**config.mk**
```make
export PLATFORM = sky130hd
export DESIGN_NAME = sdram_boot_seq
export DESIGN_NICKNAME = d
export VERILOG_FILES = /design/src/rtl/sdram_boot_pkg.sv /design/src/rtl/boot_timer.sv /design/src/rtl/boot_refresh_ctr.sv /design/src/rtl/boot_mode_word.sv /design/src/rtl/sdram_boot_seq.sv
export SDC_FILE = /design/constraint.sdc
export NUM_CORES = 1
export LEC_CHECK = 0
export ABC_CLOCK_PERIOD_IN_PS = 5800
export BUFFER_PORTS_ARGS = -buffer_cell sky130_fd_sc_hd__buf_2
export CORE_MARGIN = 2
export CORE_UTILIZATION = 53
export DETAILED_ROUTE_END_ITERATION = 10
export PLACE_DENSITY = 0.95
export SYNTH_ARGS = -nofsm -noshare
export SYNTH_HDL_FRONTEND = slang
export SYNTH_SLANG_ARGS = --single-unit
export TNS_END_PERCENT = 30
```
**constraint.sdc**
```tcl
create_clock -name clk -period 5.8 [get_ports clk]
set_input_delay 0.87 -clock clk [delete_from_list [all_inputs] [get_ports clk]]
set_output_delay 0.87 -clock clk [all_outputs]
set_load 0.01 [all_outputs]
```
**src/rtl/sdram_boot_pkg.sv**
```systemverilog
package sdram_boot_pkg;

    // Command code packed as {cs_n, ras_n, cas_n, we_n}
    typedef enum logic [3:0] {
        CMD_MODE    = 4'b0000,
        CMD_REFRESH = 4'b0001,
        CMD_PRECHG  = 4'b0010,
        CMD_NOP     = 4'b0111
    } sdr_cmd_e;

    typedef enum logic [2:0] {
        ST_PAUSE,
        ST_PRECHARGE,
        ST_WAIT_RP,
        ST_REFRESH,
        ST_WAIT_RC,
        ST_LOAD_MODE,
        ST_TAIL_NOP,
        ST_DONE
    } boot_state_e;

    // Burst length to mode field code; a length of 0 means full page
    function automatic logic [2:0] burst_code(input int len);
        case (len)
            1:       return 3'd0;
            2:       return 3'd1;
            4:       return 3'd2;
            8:       return 3'd3;
            default: return 3'd7;
        endcase
    endfunction

endpackage

```
**src/rtl/boot_timer.sv**
```systemverilog
module boot_timer #(
    parameter int W         = 16,
    parameter int RESET_VAL = 0
) (
    input  logic         clk,
    input  logic         rst_n,
    input  logic         load,
    input  logic [W-1:0] load_val,
    output logic         expired
);
    logic [W-1:0] cnt;

    // Down-counter that stops at zero; reloaded by the controller
    always_ff @(posedge clk or negedge rst_n) begin
        if (!rst_n)
            cnt <= W'(RESET_VAL);
        else if (load)
            cnt <= load_val;
        else if (cnt != '0)
            cnt <= cnt - 1'b1;
    end

    assign expired = (cnt == '0);
endmodule

```
**src/rtl/boot_refresh_ctr.sv**
```systemverilog
module boot_refresh_ctr #(
    parameter int TOTAL = 8,
    localparam int W    = $clog2(TOTAL + 1)
) (
    input  logic clk,
    input  logic rst_n,
    input  logic step,
    output logic all_issued
);
    logic [W-1:0] issued;

    always_ff @(posedge clk or negedge rst_n) begin
        if (!rst_n)
            issued <= '0;
        else if (step && issued != W'(TOTAL))
            issued <= issued + 1'b1;
    end

    assign all_issued = (issued == W'(TOTAL));
endmodule

```
**src/rtl/boot_mode_word.sv**
```systemverilog
module boot_mode_word #(
    parameter int ROW_W            = 13,
    parameter int BURST_LEN        = 4,
    parameter int BURST_INTERLEAVE = 0,
    parameter int CAS_LAT          = 3
) (
    output logic [ROW_W-1:0] mode_word,
    output logic [ROW_W-1:0] prechg_word
);
    import sdram_boot_pkg::*;

    localparam logic [2:0] BL_CODE = burst_code(BURST_LEN);
    localparam logic       IL_BIT  = (BURST_INTERLEAVE != 0);
    localparam logic [2:0] CL_CODE = 3'(CAS_LAT);
    localparam int         AP_BIT  = 10;

    always_comb begin
        mode_word      = '0;
        mode_word[2:0] = BL_CODE;
        mode_word[3]   = IL_BIT;
        mode_word[6:4] = CL_CODE;
    end

    always_comb begin
        prechg_word         = '0;
        prechg_word[AP_BIT] = 1'b1;
    end
endmodule

```
**src/rtl/sdram_boot_seq.sv**
```systemverilog
module sdram_boot_seq #(
    parameter int ROW_W            = 13,
    parameter int BANK_W           = 2,
    parameter int DQM_W            = 2,
    parameter int PAUSE_CYC        = 26667,
    parameter int TRP_CYC          = 3,
    parameter int TRC_CYC          = 10,
    parameter int REFRESH_N        = 8,
    parameter int BURST_LEN        = 4,
    parameter int BURST_INTERLEAVE = 0,
    parameter int CAS_LAT          = 3
) (
    input  logic              clk,
    input  logic              rst_n,
    input  logic              sched_cs_n,
    input  logic              sched_ras_n,
    input  logic              sched_cas_n,
    input  logic              sched_we_n,
    input  logic [ROW_W-1:0]  sched_addr,
    input  logic [BANK_W-1:0] sched_bank,
    input  logic              sched_cke,
    input  logic [DQM_W-1:0]  sched_dqm,
    output logic              sdr_cs_n,
    output logic              sdr_ras_n,
    output logic              sdr_cas_n,
    output logic              sdr_we_n,
    output logic [ROW_W-1:0]  sdr_addr,
    output logic [BANK_W-1:0] sdr_bank,
    output logic              sdr_cke,
    output logic [DQM_W-1:0]  sdr_dqm,
    output logic              init_done
);
    import sdram_boot_pkg::*;

    localparam int MAX_A  = (PAUSE_CYC > TRP_CYC) ? PAUSE_CYC : TRP_CYC;
    localparam int MAX_C  = (MAX_A > TRC_CYC) ? MAX_A : TRC_CYC;
    localparam int CNT_W  = $clog2(MAX_C + 1);

    boot_state_e      state, state_nxt;
    logic             tmr_load;
    logic [CNT_W-1:0] tmr_val;
    logic             tmr_expired;
    logic             ref_step;
    logic             ref_all;
    logic [ROW_W-1:0] mode_word, prechg_word;
    sdr_cmd_e         seq_cmd;
    logic [ROW_W-1:0] seq_addr;

    boot_timer #(.W(CNT_W), .RESET_VAL(PAUSE_CYC - 1)) u_timer (
        .clk      (clk),
        .rst_n    (rst_n),
        .load     (tmr_load),
        .load_val (tmr_val),
        .expired  (tmr_expired)
    );

    boot_refresh_ctr #(.TOTAL(REFRESH_N)) u_refcnt (
        .clk        (clk),
        .rst_n      (rst_n),
        .step       (ref_step),
        .all_issued (ref_all)
    );

    boot_mode_word #(
        .ROW_W            (ROW_W),
        .BURST_LEN        (BURST_LEN),
        .BURST_INTERLEAVE (BURST_INTERLEAVE),
        .CAS_LAT          (CAS_LAT)
    ) u_mode (
        .mode_word   (mode_word),
        .prechg_word (prechg_word)
    );

    // State register
    always_ff @(posedge clk or negedge rst_n) begin
        if (!rst_n)
            state <= ST_PAUSE;
        else
            state <= state_nxt;
    end

    // Next state, timer reload and refresh count
    always_comb begin
        state_nxt = state;
        tmr_load  = 1'b0;
        tmr_val   = '0;
        ref_step  = 1'b0;
        unique case (state)
            ST_PAUSE:     if (tmr_expired) state_nxt = ST_PRECHARGE;
            ST_PRECHARGE: begin
                tmr_load  = 1'b1;
                tmr_val   = CNT_W'(TRP_CYC - 2);
                state_nxt = ST_WAIT_RP;
            end
            ST_WAIT_RP:   if (tmr_expired) state_nxt = ST_REFRESH;
            ST_REFRESH: begin
                tmr_load  = 1'b1;
                tmr_val   = CNT_W'(TRC_CYC - 2);
                ref_step  = 1'b1;
                state_nxt = ST_WAIT_RC;
            end
            ST_WAIT_RC:
                if (tmr_expired) state_nxt = ref_all ? ST_LOAD_MODE : ST_REFRESH;
            ST_LOAD_MODE: state_nxt = ST_TAIL_NOP;
            ST_TAIL_NOP:  state_nxt = ST_DONE;
            ST_DONE:      state_nxt = ST_DONE;
            default:      state_nxt = ST_PAUSE;
        endcase
    end

    // Sequence outputs per state
    always_comb begin
        seq_cmd  = CMD_NOP;
        seq_addr = '0;
        unique case (state)
            ST_PRECHARGE: begin
                seq_cmd  = CMD_PRECHG;
                seq_addr = prechg_word;
            end
            ST_REFRESH:   seq_cmd = CMD_REFRESH;
            ST_LOAD_MODE: begin
                seq_cmd  = CMD_MODE;
                seq_addr = mode_word;
            end
            default: begin
                seq_cmd  = CMD_NOP;
                seq_addr = '0;
            end
        endcase
    end

    assign init_done = (state == ST_DONE);

    // Handover to the scheduler once start-up is complete
    always_comb begin
        if (init_done) begin
            {sdr_cs_n, sdr_ras_n, sdr_cas_n, sdr_we_n} =
                {sched_cs_n, sched_ras_n, sched_cas_n, sched_we_n};
            sdr_addr = sched_addr;
            sdr_bank = sched_bank;
            sdr_cke  = sched_cke;
            sdr_dqm  = sched_dqm;
        end else begin
            {sdr_cs_n, sdr_ras_n, sdr_cas_n, sdr_we_n} = seq_cmd;
            sdr_addr = seq_addr;
            sdr_bank = '0;
            sdr_cke  = 1'b1;
            sdr_dqm  = '1;
        end
    end
endmodule

```
==> flow_metrics.tcl <==
set metrics [dict create \
    hold_class "input pin to asynchronous set/reset pin" \
    dpl.hpwl_um 2436 \
    clk_latency_ps 310 \
    netlist.area_leader.share_pct 28.88 \
    finClkSkew_ps 9.991 \
    via_per_inst 5.662 \
    h-tree-depth 1 \
    root_buffer "clkbuf_4" \
    grt_pass1_wl_um 5002 \
    syn_area_um2 1386 \
    critPathMaxStageDelay_ps 650 \
    drc 0 \
    num_antenna_cells 0 \
    yosysSeqAreaShare_pct 40.25 \
    startpoint "state[1]" \
    num_rows 18 \
    max-cap-violations 0 \
    ys.flop_type "dfrtp_1" \
    fp.dieW_um 55.15 \
    fp.dieH_um 55.15 \
    drive_gt1_share_pct 33.33 \
    required_ps 4930 \
    cts-buffers-inserted 3 \
    yosys_register_bits 22 \
    endpoint_kind "output port" \
    drtPass1Iterations 5 \
    place_ws_ps 3505 \
    grt_start_max_net_pins 23 \
    irDropWorstVdd_mv 0.1671 \
    synth_edf_count 0 \
    wire_per_inst_um 14.16 \
    fin_crit_sh_pct 45.32 \
    async_reset_ff_share_pct 100.0 \
    cp-start-kind "flip-flop" \
    cts_hold_buffers 0 \
    post_synth.cell_area_avg_um2 8.887 \
    cp_cell_sequence "and3_1 > and2_1 > buf_2" \
    clockBufferDepth 2 \
    finalSetupTns_ps 0 \
    crit_arrival_ps 1760 \
    cts_resized 0 \
    core-area_um2 2477 \
    yosysMostFrequentCell "dfrtp_1" \
    die_area_um2 3041 \
    final_nets 226 \
    path_class "flip-flop to output port" \
    critPathMaxFanout 17 \
    antenna_left 0 \
    finalCriticalPeriod_ps 2628 \
    grt_pass1_vias 1159 \
    relSlewSlack_pct 36.43 \
    cellPowerDensity_nw_per_um2 167.9 \
    cts_tree "yes" \
    synth_cell_type_count 43 \
    antenna_found_initial 0 \
    ios 47 \
    utilization_pct 67.63 \
    rsz0062_at_grt "false" \
    synth_nets 183 \
    ys_top_cells_by_count "dfrtp_1 (16), and2_1 (13), nand2_1 (12), o21ai_0 (12), a21oi_1 (10)" \
    cts_setup_buffers 0 \
    syn_inst 156 \
    max_slew.worst_pin.slew_ps 951.6 \
    drtIter0Drc 34 \
    port_buffers 46 \
    timing.fmax_mhz 380.4 \
    drv_slew 0 \
    clkTransAtPathRegs_ps 130 \
    setup_ws_ps 3172 \
    track_usage_pct 22.95 \
    initial_utilization_pct 55.96 \
    place_congestion 0.7925 \
    vias 1291 \
    wl_um 3229 \
    setup_violations 0 \
    yosys.area.top_type "dfrtp_1" \
    slowest_stage "dfrtp_1" \
    p_leak_uw 0.0007904 \
    hold_violations 0 \
    ys_warn_count 0 \
    status "finished clean" \
    power.total_uw 281.3 \
    clkSinkCount 22 \
    grt-ovfl-total 0 \
    rr_startpoint "u_timer.cnt[0]" \
    syn2layout_area_growth_pct 20.85 \
    yosys-top-cells-area "dfrtp_1 (29%), dfstp_2 (11%), and2_1 (5.9%)" \
]
-- cell families (layout without fill, tap and decap cells) --
logic type	Yosys count	after routing	share of synthesized area [%]
buffers and inverters	16	58	4.422
AO/OA/AOI/OAI	36	36	17.06
adder cells (fa/ha/maj)	3	3	2.708
AND/OR/NAND/NOR	73	73	31.50
flip-flops	22	22	40.25
XOR/XNOR	3	3	1.896
multiplexers	3	3	2.166
-- through the flow --
step / instances / cell area, um^2 / hold slack (ps)
floorplan: 156 / 1386 / 445.6
CTS: 228 / 1675 / 500.9
detailed placement: 224 / 1623 / 480.3
global placement: 224 / 1623 / 463.4
global route: 228 / 1675 / 532.1
finish: 228 / 1675 / 496.9
-- critical path: cells and delay by family, from the launching register on --
family / cells / cell delay (ps)
and+or+nand+nor: 2 / 660
buffers and inverters: 1 / 130
DFF: 1 / 650
-- flip-flops by register name, indices dropped and copies added (netlist names) --
name,flops
u_timer.cnt,15
u_refcnt.issued,4
state,3
-- layer usage --
layer	vias up	GRT usage, %	part of all wire (%)
li1	646	-	-
met1	621	31.54	45
met2	19	37.90	52
met3	5	1.882	1.8
met4	0	8.537	1.2
met5	-	0	0
-- final timing paths --
path	end	slack, ps	cells after the start
max in group asynchronous	u_timer.cnt[5]	4940	1
min in group clk	u_refcnt.issued[3]	500	1
worst min-delay path	u_timer.cnt[10]	500	1
worst max register to register	u_timer.cnt[10]	3650	6
worst min register to register	u_refcnt.issued[3]	500	1
worst max-delay path	sdr_addr[2]	3170	3
-- where the power goes --
part           leakage (uW)  internal (uW)  switching (uW)  total [uW]
registers          0.000267            154               0         154
clock network     0.0000279           69.9            46.9         117
logic              0.000496           5.81            5.08        10.9
total              0.000790            229            51.9         281
-- layout make-up --
type / count / area [um^2]
timing repair buffer: 46 / 230.2
clock inverter: 1 / 30.03
sequential: 22 / 558.0
inverter: 8 / 30.03
tap: 30 / 37.54
fill: 198 / 802.0
clock buffer: 3 / 22.52
multi-input combinational: 118 / 767.0
-- layout by cell type, fill, tap and decap left out, types with 4 or more instances in the layout --
| cell type | count |
|---|---|
| inv_1 | 8 |
| nand2_1 | 12 |
| dfrtp_1 | 16 |
| nor3_1 | 5 |
| nor2_1 | 4 |
| or3_1 | 5 |
| buf_2 | 46 |
| nand3_1 | 5 |
| dfstp_2 | 6 |
| and2_1 | 13 |
| a21oi_1 | 10 |
| o21ai_0 | 12 |
| nand2b_1 | 9 |
Note: power is estimated with default switching activity, not from simulation.
